## src/rtl/abank_pkg.sv

```systemverilog
package abank_pkg;

    typedef struct packed {
        logic store_txt;
        logic rd_aux;
        logic wr_aux;
        logic int_slot;
        logic zp_aux;
        logic slot3_int;
        logic col_wide;
        logic glyph_alt;
        logic page_two;
    } mode_t;

    localparam int unsigned SW_STORE = 0;
    localparam int unsigned SW_RDAUX = 1;
    localparam int unsigned SW_WRAUX = 2;
    localparam int unsigned SW_INTSL = 3;
    localparam int unsigned SW_ZPAUX = 4;
    localparam int unsigned SW_SLOT3 = 5;
    localparam int unsigned SW_WIDE  = 6;
    localparam int unsigned SW_GLYPH = 7;

endpackage

```

## src/rtl/abank_decode.sv

```systemverilog
module abank_decode #(
    parameter int unsigned ADDR_W = 16,
    parameter logic [ADDR_W-1:0] SW_BASE = 16'hC000,
    parameter logic [ADDR_W-1:0] PG_BASE = 16'hC054,
    parameter logic [ADDR_W-1:0] ST_BASE = 16'hC013,
    parameter int unsigned ST_COUNT = 6,
    parameter int unsigned IDX_W = 3
) (
    input  logic [ADDR_W-1:0] addr,
    input  logic              rd_en,
    input  logic              wr_en,
    output logic              sw_wr,
    output logic [2:0]        sw_idx,
    output logic              sw_val,
    output logic              pg_hit,
    output logic              pg_val,
    output logic              st_hit,
    output logic [IDX_W-1:0]  st_idx
);
    localparam logic [ADDR_W-1:0] ST_LAST = ST_BASE + ADDR_W'(ST_COUNT - 1);

    always_comb begin
        sw_wr  = wr_en && (addr[ADDR_W-1:4] == SW_BASE[ADDR_W-1:4]);
        sw_idx = addr[3:1];
        sw_val = addr[0];
        pg_hit = (rd_en || wr_en) && (addr[ADDR_W-1:1] == PG_BASE[ADDR_W-1:1]);
        pg_val = addr[0];
        st_hit = rd_en && (addr >= ST_BASE) && (addr <= ST_LAST);
        st_idx = addr[IDX_W-1:0] - ST_BASE[IDX_W-1:0];
    end
endmodule

```

## src/rtl/abank_flags.sv

```systemverilog
module abank_flags
    import abank_pkg::*;
(
    input  logic       clk,
    input  logic       rst_n,
    input  logic       sw_wr,
    input  logic [2:0] sw_idx,
    input  logic       sw_val,
    input  logic       pg_hit,
    input  logic       pg_val,
    output mode_t      mode_q
);
    mode_t mode_d;

    always_comb begin
        mode_d = mode_q;
        if (sw_wr) begin
            case (32'(sw_idx))
                SW_STORE: mode_d.store_txt = sw_val;
                SW_RDAUX: mode_d.rd_aux    = sw_val;
                SW_WRAUX: mode_d.wr_aux    = sw_val;
                SW_INTSL: mode_d.int_slot  = ~sw_val;
                SW_ZPAUX: mode_d.zp_aux    = sw_val;
                SW_SLOT3: mode_d.slot3_int = sw_val;
                SW_WIDE:  mode_d.col_wide  = sw_val;
                default:  mode_d.glyph_alt = sw_val;
            endcase
        end
        if (pg_hit) begin
            mode_d.page_two = pg_val;
        end
    end

    always_ff @(posedge clk or negedge rst_n) begin
        if (!rst_n) begin
            mode_q <= '0;
        end else begin
            mode_q <= mode_d;
        end
    end
endmodule

```

## src/rtl/abank_steer.sv

```systemverilog
module abank_steer #(
    parameter int unsigned ADDR_W = 16,
    parameter logic [ADDR_W-1:0] ZP_END  = 16'h01FF,
    parameter logic [ADDR_W-1:0] LOW_END = 16'hBFFF,
    parameter logic [ADDR_W-1:0] TXT_LO  = 16'h0400,
    parameter logic [ADDR_W-1:0] TXT_HI  = 16'h07FF
) (
    input  logic [ADDR_W-1:0] addr,
    input  logic              rd_en,
    input  logic              wr_en,
    input  logic              rd_aux,
    input  logic              wr_aux,
    input  logic              zp_aux,
    input  logic              store_txt,
    input  logic              page_two,
    output logic              bank_rd_aux,
    output logic              bank_wr_aux
);
    localparam int unsigned NPATH = 2;

    logic in_zp, in_low, in_txt;
    logic [NPATH-1:0] strobe, gen_flag, sel;

    always_comb begin
        in_zp    = (addr <= ZP_END);
        in_low   = (addr > ZP_END) && (addr <= LOW_END);
        in_txt   = (addr >= TXT_LO) && (addr <= TXT_HI);
        strobe   = {wr_en, rd_en};
        gen_flag = {wr_aux, rd_aux};
    end

    for (genvar p = 0; p < NPATH; p++) begin : g_path
        always_comb begin
            if (!strobe[p]) begin
                sel[p] = 1'b0;
            end else if (in_zp) begin
                sel[p] = zp_aux;
            end else if (in_txt && store_txt) begin
                sel[p] = page_two;
            end else if (in_low) begin
                sel[p] = gen_flag[p];
            end else begin
                sel[p] = 1'b0;
            end
        end
    end

    assign bank_rd_aux = sel[0];
    assign bank_wr_aux = sel[1];
endmodule

```

## src/rtl/abank_status.sv

```systemverilog
module abank_status #(
    parameter int unsigned DATA_W = 8,
    parameter int unsigned ST_COUNT = 6,
    parameter int unsigned IDX_W = 3
) (
    input  logic                st_hit,
    input  logic [IDX_W-1:0]    st_idx,
    input  logic [ST_COUNT-1:0] flags,
    output logic [DATA_W-1:0]   stat_data
);
    localparam int unsigned NSLOT = 2 ** IDX_W;

    logic [NSLOT-1:0] slots;

    for (genvar s = 0; s < NSLOT; s++) begin : g_slot
        if (s < ST_COUNT) begin : g_used
            assign slots[s] = flags[s];
        end else begin : g_pad
            assign slots[s] = 1'b0;
        end
    end

    always_comb begin
        stat_data = '0;
        if (st_hit) begin
            stat_data[DATA_W-1] = slots[st_idx];
        end
    end
endmodule

```

## src/rtl/abank_ctrl.sv

```systemverilog
module abank_ctrl
    import abank_pkg::*;
#(
    parameter int unsigned ADDR_W = 16,
    parameter int unsigned DATA_W = 8
) (
    input  logic              clk,
    input  logic              rst_n,
    input  logic [ADDR_W-1:0] addr,
    input  logic              rd_en,
    input  logic              wr_en,
    output logic [DATA_W-1:0] stat_data,
    output logic              bank_rd_aux,
    output logic              bank_wr_aux,
    output logic              col_wide,
    output logic              glyph_alt,
    output logic              page_two
);
    localparam int unsigned ST_COUNT = 6;
    localparam int unsigned IDX_W    = $clog2(ST_COUNT);

    logic             sw_wr, sw_val, pg_hit, pg_val, st_hit;
    logic [2:0]       sw_idx;
    logic [IDX_W-1:0] st_idx;
    mode_t            mode_q;
    logic [ST_COUNT-1:0] st_flags;

    abank_decode #(
        .ADDR_W(ADDR_W), .ST_COUNT(ST_COUNT), .IDX_W(IDX_W)
    ) u_decode (
        .addr(addr), .rd_en(rd_en), .wr_en(wr_en),
        .sw_wr(sw_wr), .sw_idx(sw_idx), .sw_val(sw_val),
        .pg_hit(pg_hit), .pg_val(pg_val),
        .st_hit(st_hit), .st_idx(st_idx)
    );

    abank_flags u_flags (
        .clk(clk), .rst_n(rst_n),
        .sw_wr(sw_wr), .sw_idx(sw_idx), .sw_val(sw_val),
        .pg_hit(pg_hit), .pg_val(pg_val),
        .mode_q(mode_q)
    );

    abank_steer #(.ADDR_W(ADDR_W)) u_steer (
        .addr(addr), .rd_en(rd_en), .wr_en(wr_en),
        .rd_aux(mode_q.rd_aux), .wr_aux(mode_q.wr_aux),
        .zp_aux(mode_q.zp_aux), .store_txt(mode_q.store_txt),
        .page_two(mode_q.page_two),
        .bank_rd_aux(bank_rd_aux), .bank_wr_aux(bank_wr_aux)
    );

    assign st_flags = {mode_q.store_txt, mode_q.slot3_int, mode_q.zp_aux,
                       mode_q.int_slot, mode_q.wr_aux, mode_q.rd_aux};

    abank_status #(
        .DATA_W(DATA_W), .ST_COUNT(ST_COUNT), .IDX_W(IDX_W)
    ) u_status (
        .st_hit(st_hit), .st_idx(st_idx), .flags(st_flags),
        .stat_data(stat_data)
    );

    assign col_wide  = mode_q.col_wide;
    assign glyph_alt = mode_q.glyph_alt;
    assign page_two  = mode_q.page_two;
endmodule

```

## config.mk

```make
export PLATFORM = sky130hd
export DESIGN_NAME = abank_ctrl
export DESIGN_NICKNAME = d
export VERILOG_FILES = /design/src/rtl/abank_pkg.sv /design/src/rtl/abank_decode.sv /design/src/rtl/abank_flags.sv /design/src/rtl/abank_steer.sv /design/src/rtl/abank_status.sv /design/src/rtl/abank_ctrl.sv
export SDC_FILE = /design/constraint.sdc
export NUM_CORES = 1
export LEC_CHECK = 0
export ABC_AREA = 0
export CORE_ASPECT_RATIO = 0.7
export CORE_MARGIN = 3
export CORE_UTILIZATION = 24
export CTS_CLUSTER_SIZE = 16
export DETAILED_ROUTE_END_ITERATION = 8
export DONT_BUFFER_PORTS = 1
export PLACE_DENSITY = 0.49
export RECOVER_POWER = 50
export SLEW_MARGIN = 10
export SYNTH_ARGS = -nofsm -noshare
export SYNTH_HDL_FRONTEND = slang
export SYNTH_SLANG_ARGS = --single-unit
```

## constraint.sdc

```tcl
create_clock -name clk -period 2 [get_ports clk]
set_clock_uncertainty 0.15 [all_clocks]
set_input_delay 0.2 -clock clk [delete_from_list [all_inputs] [get_ports clk]]
set_output_delay 0.2 -clock clk [all_outputs]
set_load 0.005 [all_outputs]
```

==> impl_metrics.yaml <==
outcome:
  status: "complete, no violations"
floorplanning:
  coreArea_um2: 2628
  die_w_um: 70.64
  io_pins: 33
  dieArea_um2: 3620
  std_cell_rows: 15
  die_h_um: 51.25
  initial_core_util: 0.2671
worst_setup_path:
  crit_path_start_kind: "register"
  crit_path_start: "u_flags.mode_q[4]"
  crit_arrival_ps: 1440
  crit_path_end: "stat_data[7]"
  reg2regPathDepth: 2
  crit_path_end_kind: "output pin"
  path_class: "reg2out"
  reg2reg_to: "u_flags.mode_q[4]"
  timing.reg2reg.setup_slack_ps: 1140
  r2r-start: "u_flags.mode_q[4]"
  worstPathMaxFanout: 3
  required_ps: 1650
yosys:
  yosys_warnings: 0
  syn_avg_cell_area_um2: 8.560
  yosysSeqAreaShare: 0.3209
  synth_cells: 82
  async_flop_share: 1.000
  ys.flop_type: "dfrtp_1"
  ys_ff_latch: 9
  synth_cell_types: 29
  syn-cell-area_um2: 701.9
  synth_top_area_share: 0.3209
  synth_top_cells_by_area: "dfrtp_1 32%, o31ai_1 9.6%, buf_4 7.5%"
  yosys.area.top_type: "dfrtp_1"
  synth_edf_count: 0
power_and_ir_drop:
  ir_drop_v: 0.0001856
  p_clk_frac: 0.477
  power.internal_uw: 339.8
  seqPwrFrac: 0.423
  p_leak_nw: 0.3115
  comb_power_share: 0.101
  p_sw_frac: 0.2154
  powerDensity_nw_per_um2: 545.2
  switching_power_uw: 93.29
clock_network:
  clockRootBuffer: "clkbuf_8"
  tritoncts.num_buffers: 3
  post_cts_buffers: 0
  htreeDepth: 1
  clk-insertion-delay-late_ps: 230
  clock-sinks: 9
  cts_buffer_depth: 2
  cts_tree: "done"
  cts-resized-gates: 0
  path_clk_slew_ps: 40
  cts_hold_buffers: 2
routing:
  drtPass1Iterations: 4
  drc: 0
  wl_um: 1837
  viasPerCell: 5.171
  drt-initial-drc-count: 43
  final_antenna_net_count: 0
  wl_per_cell_um: 14.93
  num_vias: 636
global_routing:
  grt_usage: 0.1050
  grt_pass1_vias: 648
  grt_pass1_wl_um: 3022
  grt_max_degree: 10
  antenna_found_initial: 0
  grt_overflow: 0
  met3_usage: 0.03929
  busiest_layer: "met2"
  met1_usage: 0.1291
  met2_usage: 0.1739
timing:
  report.final.slew_viol_count: 0
  finalHoldViolCount: 0
  fin_crit_ps: 1791
  worst_hold_slack_ps: 60.75
  setup_violations: 0
  fin_crit_sh: 0.8953
  fmax_ghz: 0.5585
  rsz0062_at_grt: "false"
  fin_setup_tns_ps: 0
placed_design:
  io_buffers: 0
  detailed_place_hpwl_um: 1516
  routabilityCongestion: 0.8004
layout:
  top_register: "u_flags.mode_q"
  fin_nets: 112
  layout-drive-gt1-share: 0.08989
  area_growth_syn_to_layout_pct: 13.19
  top_regs: "u_flags.mode_q: 9 flops"
  post-route-util: 0.3024
  num_antenna_cells: 0
  largest_reg_flops: 9
worst_hold_path:
  hp-class: "in2reg"
flow_run:
  maxCapViolCount: 0
## cells in the mapped netlist, types with 3 or more instances
cell / count
a21oi_1: 4
buf_4: 7
dfrtp_1: 9
nand2_1: 5
nand4_1: 3
nor2_1: 7
nor3_1: 3
nor4_1: 3
o21ai_0: 9
o31ai_1: 9
## layout by cell type (no fill, tap or decap), types with 2 or more instances in the layout
cell,Yosys,routed
a21oi_1,4,4
and3b_1,2,2
buf_4,7,2
clkbuf_8,0,3
conb_1,1,7
dfrtp_1,9,9
dlygate4sd3_1,0,2
ha_1,2,2
nand2_1,5,5
nand3_1,2,2
nand4_1,3,3
nor2_1,7,7
nor2b_1,2,2
nor3_1,3,3
nor4_1,3,3
o21ai_0,9,9
o31ai_1,9,9
## power by group through the flow
stage	clock network, mW	registers (mW)	logic, mW
floorplan	0	0.186	0.0394
global placement	0	0.186	0.0360
detailed placement	0	0.186	0.0373
CTS	0.217	0.183	0.0442
global route	0.227	0.183	0.0504
finish	0.206	0.183	0.0436
## routing by layer
layer / up-vias / wire [um]
met5: - / 0
met1: 297 / 796
met4: 0 / 14
met3: 2 / 108
met2: 23 / 919
li1: 314 / -
## per-stage QoR
| step | setup WS (ps) | area [um2] | std cells | total power [mW] |
|---|---|---|---|---|
| 3_3_place_gp | 391.6 | 729.5 | 117 | 0.2217 |
| 3_5_place_dp | 353.1 | 729.5 | 117 | 0.2230 |
| 4_1_cts | 215.0 | 794.5 | 123 | 0.4444 |
| 5_1_grt | 147.2 | 794.5 | 123 | 0.4603 |
| 6_report | 209.3 | 794.5 | 123 | 0.4331 |
| 2_1_floorplan | 376.9 | 724.4 | 88 | 0.2251 |
## worst max-delay path: stages (launching register included)
cell and delay, ps:
dfrtp_1 400, mux4_2 470, a21oi_1 130, nor4_1 70, buf_4 140
## kinds of logic after synthesis
group	share of synthesized area
mux	0.04634
compound gates	0.2157
simple gates	0.2781
other cells	0.005342
flops	0.3209
fa+ha+maj	0.03564
xor+xnor	0.01248
buf+inv	0.08555
## worst min path at each step
| stage | cells past startpoint | start | slack, ps | end |
|---|---|---|---|---|
| floorplan | 0 | rst_n | -250 | u_flags.mode_q[0] |
| global placement | 0 | rst_n | -250 | u_flags.mode_q[2] |
| detailed placement | 0 | rst_n | -250 | u_flags.mode_q[2] |
| CTS | 3 | addr[3] | 60 | u_flags.mode_q[8] |
| global route | 2 | addr[2] | 90 | u_flags.mode_q[6] |
| finish | 2 | addr[2] | 60 | u_flags.mode_q[1] |
## cell type report
type	instances	area, um2
fill	285	1833
tap	34	42.54
clock buffer	4	45.04
multi-input combinational	70	439.2
inverter	2	7.507
sequential	9	225.2
timing repair buffer	4	35.03
No activity file was read; power rests on OpenSTA's default activity.
